--- config.mk ---
export PLATFORM = sky130hd
export DESIGN_NAME = swz_bit6_top
export DESIGN_NICKNAME = d
export VERILOG_FILES = /design/src/rtl/swz_pkg.sv /design/src/rtl/swz_cfg_reg.sv /design/src/rtl/swz_bit_mix.sv /design/src/rtl/swz_bit6_top.sv
export SDC_FILE = /design/constraint.sdc
export NUM_CORES = 1
export LEC_CHECK = 0
export ABC_CLOCK_PERIOD_IN_PS = 2920
export BUFFER_PORTS_ARGS = -buffer_cell sky130_fd_sc_hd__buf_2
export CAP_MARGIN = 20
export CORE_ASPECT_RATIO = 1.75
export CORE_UTILIZATION = 45
export CTS_CLUSTER_SIZE = 24
export DETAILED_ROUTE_END_ITERATION = 6
export PLACE_DENSITY = 0.89
export SYNTH_ARGS = -nofsm -noshare
export SYNTH_HDL_FRONTEND = slang
export SYNTH_SLANG_ARGS = --single-unit
export TNS_END_PERCENT = 50
--- constraint.sdc ---
create_clock -name clk -period 2.92 [get_ports clk]
set_input_delay 0.584 -clock clk [delete_from_list [all_inputs] [get_ports clk]]
set_output_delay 0.584 -clock clk [all_outputs]
set_load 0.02 [all_outputs]
--- src/rtl/swz_pkg.sv ---
package swz_pkg;

    typedef enum logic [1:0] {
        TILE_LIN = 2'd0,
        TILE_X   = 2'd1,
        TILE_Y   = 2'd2,
        TILE_RSV = 2'd3
    } tile_e;

    typedef enum logic [1:0] {
        CH_SINGLE = 2'd0,
        CH_ASYM   = 2'd1,
        CH_ILV    = 2'd2,
        CH_RSV    = 2'd3
    } chan_e;

    typedef enum logic [2:0] {
        SW_NONE     = 3'd0,
        SW_9        = 3'd1,
        SW_9_10     = 3'd2,
        SW_9_11     = 3'd3,
        SW_9_10_11  = 3'd4,
        SW_9_17     = 3'd5,
        SW_9_10_17  = 3'd6,
        SW_UNK      = 3'd7
    } swz_e;

    typedef struct packed {
        swz_e x_mode;
        swz_e y_mode;
    } swz_pair_t;

    localparam int TARGET_BIT = 6;
    localparam int NUM_TAPS   = 4;

    // tap vector order: [0] bit 9, [1] bit 10, [2] bit 11, [3] bit 17
    function automatic logic [NUM_TAPS-1:0] tap_mask(swz_e m);
        case (m)
            SW_9:       return 4'b0001;
            SW_9_10:    return 4'b0011;
            SW_9_11:    return 4'b0101;
            SW_9_10_11: return 4'b0111;
            SW_9_17:    return 4'b1001;
            SW_9_10_17: return 4'b1011;
            default:    return 4'b0000;
        endcase
    endfunction

    function automatic swz_pair_t derive_modes(chan_e ch, logic xor_en, logic xor_hi,
                                               logic sizes_eq, logic all_ones);
        swz_pair_t p;
        if (all_ones) begin
            p.x_mode = SW_UNK;
            p.y_mode = SW_UNK;
        end else if (ch != CH_ILV || !sizes_eq) begin
            p.x_mode = SW_NONE;
            p.y_mode = SW_NONE;
        end else if (!xor_en) begin
            p.x_mode = SW_9_10;
            p.y_mode = SW_9;
        end else if (xor_hi) begin
            p.x_mode = SW_9_10_17;
            p.y_mode = SW_9_17;
        end else begin
            p.x_mode = SW_9_10_11;
            p.y_mode = SW_9_11;
        end
        return p;
    endfunction

endpackage

--- src/rtl/swz_cfg_reg.sv ---
module swz_cfg_reg
    import swz_pkg::*;
#(
    parameter int SIZE_W = 8
) (
    input  logic              clk,
    input  logic              rst,
    input  logic              load,
    input  chan_e             chan,
    input  logic              xor_en,
    input  logic              xor_hi,
    input  logic [SIZE_W-1:0] size_a,
    input  logic [SIZE_W-1:0] size_b,
    output swz_pair_t         modes
);
    localparam int DESC_W = 4 + 2 * SIZE_W;

    logic [DESC_W-1:0] desc;
    logic              all_ones;
    swz_pair_t         next_modes;

    assign desc       = {chan, xor_en, xor_hi, size_a, size_b};
    assign all_ones   = &desc;
    assign next_modes = derive_modes(chan, xor_en, xor_hi, size_a == size_b, all_ones);

    always_ff @(posedge clk) begin
        if (rst) begin
            modes.x_mode <= SW_NONE;
            modes.y_mode <= SW_NONE;
        end else if (load) begin
            modes <= next_modes;
        end
    end

    a_r7_unknown_load: assert property (@(posedge clk) disable iff (rst)
        (load && all_ones) |=> (modes.x_mode == SW_UNK && modes.y_mode == SW_UNK));

    a_r6_size_mismatch: assert property (@(posedge clk) disable iff (rst)
        (load && !all_ones && size_a != size_b) |=> (modes.x_mode == SW_NONE && modes.y_mode == SW_NONE));

    a_r5_not_interleaved: assert property (@(posedge clk) disable iff (rst)
        (load && !all_ones && chan != CH_ILV) |=> (modes.x_mode == SW_NONE && modes.y_mode == SW_NONE));

    a_r10_reset_modes: assert property (@(posedge clk)
        rst |=> (modes.x_mode == SW_NONE && modes.y_mode == SW_NONE));

endmodule

--- src/rtl/swz_bit_mix.sv ---
module swz_bit_mix
    import swz_pkg::*;
#(
    parameter int ADDR_W = 32
) (
    input  logic [ADDR_W-1:0] addr,
    input  tile_e             tile,
    input  swz_pair_t         modes,
    output logic [ADDR_W-1:0] addr_sw,
    output swz_e              mode_eff,
    output tile_e             tile_eff
);
    localparam int HI_BIT = 17;

    swz_e                 sel;
    logic [NUM_TAPS-1:0]  taps;
    logic [NUM_TAPS-1:0]  bits;
    logic                 flip;

    always_comb begin
        case (tile)
            TILE_X:  sel = modes.x_mode;
            TILE_Y:  sel = modes.y_mode;
            default: sel = SW_NONE;
        endcase
    end

    assign bits     = {addr[HI_BIT], addr[11], addr[10], addr[9]};
    assign taps     = tap_mask(sel);
    assign flip     = ^(taps & bits);
    assign mode_eff = sel;
    assign tile_eff = (sel == SW_UNK || tile == TILE_RSV) ? TILE_LIN : tile;

    always_comb begin
        addr_sw             = addr;
        addr_sw[TARGET_BIT] = addr[TARGET_BIT] ^ flip;
    end

endmodule

--- src/rtl/swz_bit6_top.sv ---
module swz_bit6_top
    import swz_pkg::*;
#(
    parameter int ADDR_W = 32,
    parameter int SIZE_W = 8
) (
    input  logic              clk,
    input  logic              rst,
    input  logic              cfg_load,
    input  logic [1:0]        cfg_chan,
    input  logic              cfg_xor_en,
    input  logic              cfg_xor_hi,
    input  logic [SIZE_W-1:0] cfg_size_a,
    input  logic [SIZE_W-1:0] cfg_size_b,
    input  logic              valid_in,
    input  logic [1:0]        tile_in,
    input  logic [ADDR_W-1:0] addr_in,
    output logic              valid_out,
    output logic [ADDR_W-1:0] addr_out,
    output logic [2:0]        mode_out,
    output logic [1:0]        tile_out
);
    localparam logic [ADDR_W-1:0] KEEP_MASK = ~(ADDR_W'(1) << TARGET_BIT);

    swz_pair_t         modes;
    logic [ADDR_W-1:0] mix_addr;
    swz_e              mix_mode;
    tile_e             mix_tile;

    swz_cfg_reg #(.SIZE_W(SIZE_W)) u_cfg (
        .clk    (clk),
        .rst    (rst),
        .load   (cfg_load),
        .chan   (chan_e'(cfg_chan)),
        .xor_en (cfg_xor_en),
        .xor_hi (cfg_xor_hi),
        .size_a (cfg_size_a),
        .size_b (cfg_size_b),
        .modes  (modes)
    );

    swz_bit_mix #(.ADDR_W(ADDR_W)) u_mix (
        .addr     (addr_in),
        .tile     (tile_e'(tile_in)),
        .modes    (modes),
        .addr_sw  (mix_addr),
        .mode_eff (mix_mode),
        .tile_eff (mix_tile)
    );

    always_ff @(posedge clk) begin
        if (rst) begin
            valid_out <= 1'b0;
            addr_out  <= '0;
            mode_out  <= SW_NONE;
            tile_out  <= TILE_LIN;
        end else begin
            valid_out <= valid_in;
            if (valid_in) begin
                addr_out <= mix_addr;
                mode_out <= mix_mode;
                tile_out <= mix_tile;
            end
        end
    end

    a_r9_valid_rise: assert property (@(posedge clk) disable iff (rst)
        valid_in |=> valid_out);

    a_r9_valid_fall: assert property (@(posedge clk) disable iff (rst)
        !valid_in |=> !valid_out);

    a_r9_other_bits: assert property (@(posedge clk) disable iff (rst)
        valid_in |=> ((addr_out & KEEP_MASK) == ($past(addr_in) & KEEP_MASK)));

    a_r8_linear_clean: assert property (@(posedge clk) disable iff (rst)
        (valid_in && (tile_in == 2'd0 || tile_in == 2'd3)) |=>
            (addr_out == $past(addr_in) && mode_out == 3'd0 && tile_out == 2'd0));

    a_r7_unknown_linear: assert property (@(posedge clk) disable iff (rst)
        (valid_out && mode_out == 3'd7) |-> tile_out == 2'd0);

    a_r10_reset_valid: assert property (@(posedge clk)
        rst |=> !valid_out);

endmodule

Word level (Yosys, flattened, before mapping)
Cells that the tools add are included.
{"block": "classes", "bitwise_logic": 2, "reduce_logical": 5, "mux": 7, "eq_ne": 12}
{"operator": "$pmux W4 S6", "n": 1}
{"operator": "$reduce_and A20 Y1", "n": 1}
{"operator": "$mux W6", "n": 3}
{"operator": "$eq A3 B3 Y1 const B", "n": 4}
{"operator": "$eq A8 B8 Y1", "n": 1}
{"operator": "$eq A3 B2 Y1 const B", "n": 2}
{"operator": "$pmux W3 S2", "n": 1}
{"operator": "$mux W5", "n": 1}
{"operator": "$and A4 B4 Y4", "n": 1}
{"operator": "$eq A2 B2 Y1 const B", "n": 2}
{"operator": "$reduce_xor A4 Y1", "n": 1}
{"operator": "$eq A3 B1 Y1 const B", "n": 1}
{"operator": "$eq A2 B1 Y1 const B", "n": 1}
{"operator": "$logic_or A1 B1 Y1", "n": 2}
{"operator": "$mux W2", "n": 1}
{"operator": "$ne A2 B2 Y1 const B", "n": 1}
{"operator": "$logic_not A1 Y1", "n": 1}
{"operator": "$xor A1 B1 Y1", "n": 1}
{"block": "word_totals", "register_bits": 44, "word_cells": 32, "in_bits": 58, "out_inout_bits": 38}

Logic depth before layout (Yosys ltp)
{"block": "logic_depth", "word_depth": 7, "ltp_mapped": 8, "ltp_nobuf": 8}

Modules after synthesis
A second synthesis with hierarchy kept.
{"block": "unflattened", "cells_unflattened": 222, "hier_area_um2": 2189.6}
{"mod": "swz_bit6_top", "cells_per_inst": 121, "area_each_um2": 1342.5, "instances": 1, "seq_area_each_um2": 760.7}
{"mod": "swz_bit_mix", "cells_per_inst": 57, "area_each_um2": 437.9, "instances": 1, "seq_area_each_um2": 0.0}
{"mod": "swz_cfg_reg", "cells_per_inst": 44, "area_each_um2": 409.1, "instances": 1, "seq_area_each_um2": 120.1}

Worst setup path after synthesis
Ideal clock, no wire load.
{"block": "synth_path", "kind": "in2reg", "startpoint": "input tile_in[0]", "endpoint": "register addr_out[6]", "path_stages": 8, "required_ps": 2774, "setup_slack_ps": 718, "arrival_ps": 2056, "path_cell_list": "inv_1 -> ha_1 -> a22oi_1 -> nor2_1 -> or4bb_1 -> o211ai_1 -> xnor2_1 -> a211oi_2"}
{"block": "synth_via", "elab_chain_cells": 7}
{"element": "start: declaration", "line_no": "swz_bit6_top.sv:16", "source": "input logic [1:0] tile_in,"}
{"element": "$eq A2 B2 Y1 or $eq A2 B1 Y1 (tied branches)", "line_no": "swz_bit_mix.sv:21", "source": "case (tile)"}
{"element": "$pmux W3 S2 *", "line_no": "swz_bit_mix.sv:21"}
{"element": "$eq A3 B3 Y1, or another cell as far along", "line_no": "swz_pkg.sv:38", "source": "case (m)"}
{"element": "$pmux W4 S6 *", "line_no": "swz_pkg.sv:38"}
{"element": "$and A4 B4 Y4 *", "line_no": "swz_bit_mix.sv:30", "source": "assign flip = ^(taps & bits);"}
{"element": "$reduce_xor A4 Y1 *", "line_no": "swz_bit_mix.sv:30"}
{"element": "$xor A1 B1 Y1 *", "line_no": "swz_bit_mix.sv:36", "source": "addr_sw[TARGET_BIT] = addr[TARGET_BIT] ^ flip;"}
{"element": "end signal: assignment", "line_no": "swz_bit6_top.sv:60", "source": "addr_out <= mix_addr;"}
{"element": "end: declaration", "line_no": "swz_bit6_top.sv:19", "source": "output logic [ADDR_W-1:0] addr_out,"}
Mark *: on every way between the ends. The rest lies on a longest branch, timed or not.
A chain may end at the register's enable or synchronous reset.

Final worst setup path
Ends and elaborated chain as after synthesis.

==> results.txt <==
----------------------------------------------------
[Layout]
  Post-synthesis to final-layout area growth ... 31.7%
  Layout fillers ... 361
  Non-Filler Instances ... 334
  Combined area of the multi-input logic cells ... 953 µm²
  Register cell area after layout ... 881 µm²
  Final instance area ... 0.00249 mm²
  Final Util ... 63.2%
  Antenna Cells ... 0
  Nets ... 346
  Share of layout cells above drive strength 1 ... 38.1%
  Leading cell type in the layout, fill and taps excluded ... buf_2
  Highest-count cells in the layout ignoring fill and taps ... 95 x buf_2, 44 x dfxtp_1, 42 x nor2_1

[GRT]
  Overall routing resource usage ... 19.8%
  Vias in the first global route ... 1628
  First-pass GRT wire length ... 6.74 mm
  Number of antenna violations at the first check in global routing ... 0
  Maximum number of pins on one net before global-route repair ... 45
  Aggregate global routing overflow ... 0

[Place]
  Count of placed standard cells including taps ... 326
  Final Wtd Congestion ... 0.743
  Port Buffers ... 95
  Worst slack at placement ... 0.422 ns
  Sum of net half-perimeters after detailed placement ... 3.21 mm
  Post-place instance area ... 0.00240 mm²

[Route]
  Number of vias in the routed layout ... 1687
  Via density ... 5.05
  First DRT Iteration DRCs ... 22
  Drt wl/cell ... 12.5 µm
  Total routed wirelength ... 4.17 mm
  DRC errors left ... 0
  Drt first pass iters ... 4
  Remaining antenna violation count after routing ... 0

[Synthesis]
  Number of distinct library cells after synthesis ... 32
  Fraction of synthesized cell area taken by the top area cell type ... 46.6%
  Yosys warnings ... 0
  Syn avg cell area ... 9.90 µm²
  Number of standard cells after synthesis ... 191
  Syn_nets ... 252
  Top cell type by total area after synthesis ... dfxtp_1
  Leading post-synthesis cells by cell area ... dfxtp_1 47%, mux2i_1 18%, nor2_1 8.3%
  Register bit count reported by yosys ... 44
  Synthesized cell area ... 0.00189 mm²
  Sequential fraction of the synthesis area ... 46.6%

[Timing]
  Worst Tran Pin Value ... 0.782 ns
  Setup TNS ... 0 ns
  Tightest slew margin relative to the limit ... 47.9%
  Worst path setup slack after routing ... 0.737 ns
  Unrepaired setup endpoints after global routing ... false
  Endpoints failing hold ... 0
  Count of final max-slew check failures ... 0
  Hold slack final ... 0.492 ns
  Clock Skew ... 0.00752 ns
  Portion of the clock cycle consumed by the worst path in the final layout ... 74.8%
  Final worst path period need ... 2.18 ns
  Upper clock frequency limit ... 458 MHz
  Number of setup violations in the final report ... 0

[Clock network]
  Clock edge transition at the registers on the reported setup and hold paths ... 0.08 ns
  CTS root buffer ... clkbuf_8
  CTS Buffer Depth ... 2
  CTS tree ... done
  Number of sinks driven by the clock tree ... 44
  Total setup buffers inserted after CTS ... 0
  Clock latency at the later pin of the worst-skew pair ... 0.30 ns
  Hold-fix buffer count after cts ... 0
  Resized Gates After CTS ... 0
  CTS H-tree lvls ... 2
  Inserted Clock Buffers ... 5

[Hold path]
  Hold WC Path Type ... register to register
  Worst hold endpoint ... addr_out[23]
  Hold Path Depth ... 2
  Hold Startpoint ... addr_out[23]

[Power and ir drop]
  Proportion of power drawn by the clock network ... 30.3%
  Switching component of the power ... 0.327 mW
  Internal Power ... 0.884 mW
  Total power per unit cell area ... 486 mW/mm²
  Switching fraction of total power ... 27.0%
  Combinational Power Share ... 16.8%
  Design Power ... 1.21 mW
  Pleak ... 1.26 nW
  Part of the total power dissipated in sequential elements ... 52.9%
  VDD IR max ... 355 µV

[Worst setup path]
  Maximum fanout along the worst path ... 4
  Critical register-to-register path endpoint ... addr_out[6]
  Crit path launch type ... input pin
  FF-to-FF Start ... u_cfg.modes[2]
  Worst Setup End Kind ... register
  Register-to-Register Setup Slack ... 1.14 ns
  Required time at the worst-slack endpoint ... 3.07 ns
  Cell count of the worst reg-to-reg path ... 6
  Launch point of the worst path ... tile_in[0]
  Endpoint arrival time on the critical path ... 2.33 ns
  Kind of critical path ... input pin to register

[Die]
  Number of ports placed on the die boundary ... 96
  Y dimension of the die ... 87.8 µm
  Die width ... 51.0 µm
  Total die area ... 0.00448 mm²
  Total core area ... 0.00394 mm²
  Count of standard-cell rows ... 30
  Initial core utilization ... 48.0%

[Outcome]
  Outcome ... complete, no violations

[Flow run]
  Number of max-cap violations ... 0

----------------------------------------------------
==> layer usage <==
layer	global-route usage, %	routed length, µm
met1	19.4	1550
met2	37.8	2290
met3	4.34	236
met4	9.60	92
met5	0	0
==> synth_stat cells <==
library cell	instances
ha_1	3
nor3_1	1
nand3_1	3
nand4b_1	1
a22oi_1	2
o221a_1	1
nor4_1	3
nor2_1	42
a2111oi_4	1
a22o_1	1
o211ai_1	1
buf_2	1
xor2_1	3
inv_1	5
a211oi_2	1
nor3b_1	1
mux2i_1	34
nand4_1	5
and4_1	1
or4bb_1	1
a22oi_4	1
a31oi_1	3
nand2b_1	5
nor2b_1	3
a21oi_1	4
clkbuf_1	8
nand2_1	1
a21o_1	1
o221a_2	1
xnor2_1	8
dfxtp_1	44
buf_1	1
==> worst max-delay path, cell delays in order <==
cell      delay [ns]
buf_2           0.11
inv_1           0.05
ha_1            0.25
a22oi_1         0.35
nor2_1          0.14
or4bb_1         0.48
o211ai_1        0.12
xnor2_1         0.16
a211oi_2        0.09
==> state kept, by name (all words and copies together), names as in the netlist <==
register	cells
addr_out	32
mode_out	3
tile_out	2
u_cfg.modes	6
valid_out	1
==> worst max path at each step <==
stage | cells after the start | slack (ns) | end
after floorplan | 8 | 0.72 | addr_out[6]
after global placement | 9 | 0.49 | addr_out[6]
after detailed placement | 9 | 0.42 | addr_out[6]
after CTS | 9 | 0.75 | addr_out[6]
after global routing | 9 | 0.59 | addr_out[6]
final | 9 | 0.74 | addr_out[6]
==> kinds of logic after synthesis <==
family                   after synthesis  share of synthesized area (%)
flip-flops                            44                           46.6
multiplexers                          34                           18.0
buffers and inverters                 15                           3.04
AND/OR/NAND/NOR                       67                           16.8
XOR/XNOR                              11                           5.09
AO/OA/AOI/OAI                         17                           8.53
adder cells (fa/ha/maj)                3                           1.98
==> layout make-up <==
cell class | instances | area share, %
Clock buffer | 5 | 2.76
Clock inverter | 3 | 0.753
Inverter | 5 | 0.753
Multi-Input combinational cell | 132 | 38.3
Sequential cell | 44 | 35.4
Tap cell | 48 | 2.41
Timing Repair Buffer | 97 | 19.7
==> power by group through the flow <==
stage,Clock [mW],Sequential [mW],Combinational [mW]
floorplan,0,0.690,0.0824
finish,0.367,0.640,0.203
global route,0.402,0.644,0.222
detailed placement,0,0.654,0.205
CTS,0.378,0.641,0.206
global placement,0,0.653,0.199
Power figures use the tool's default switching activity.
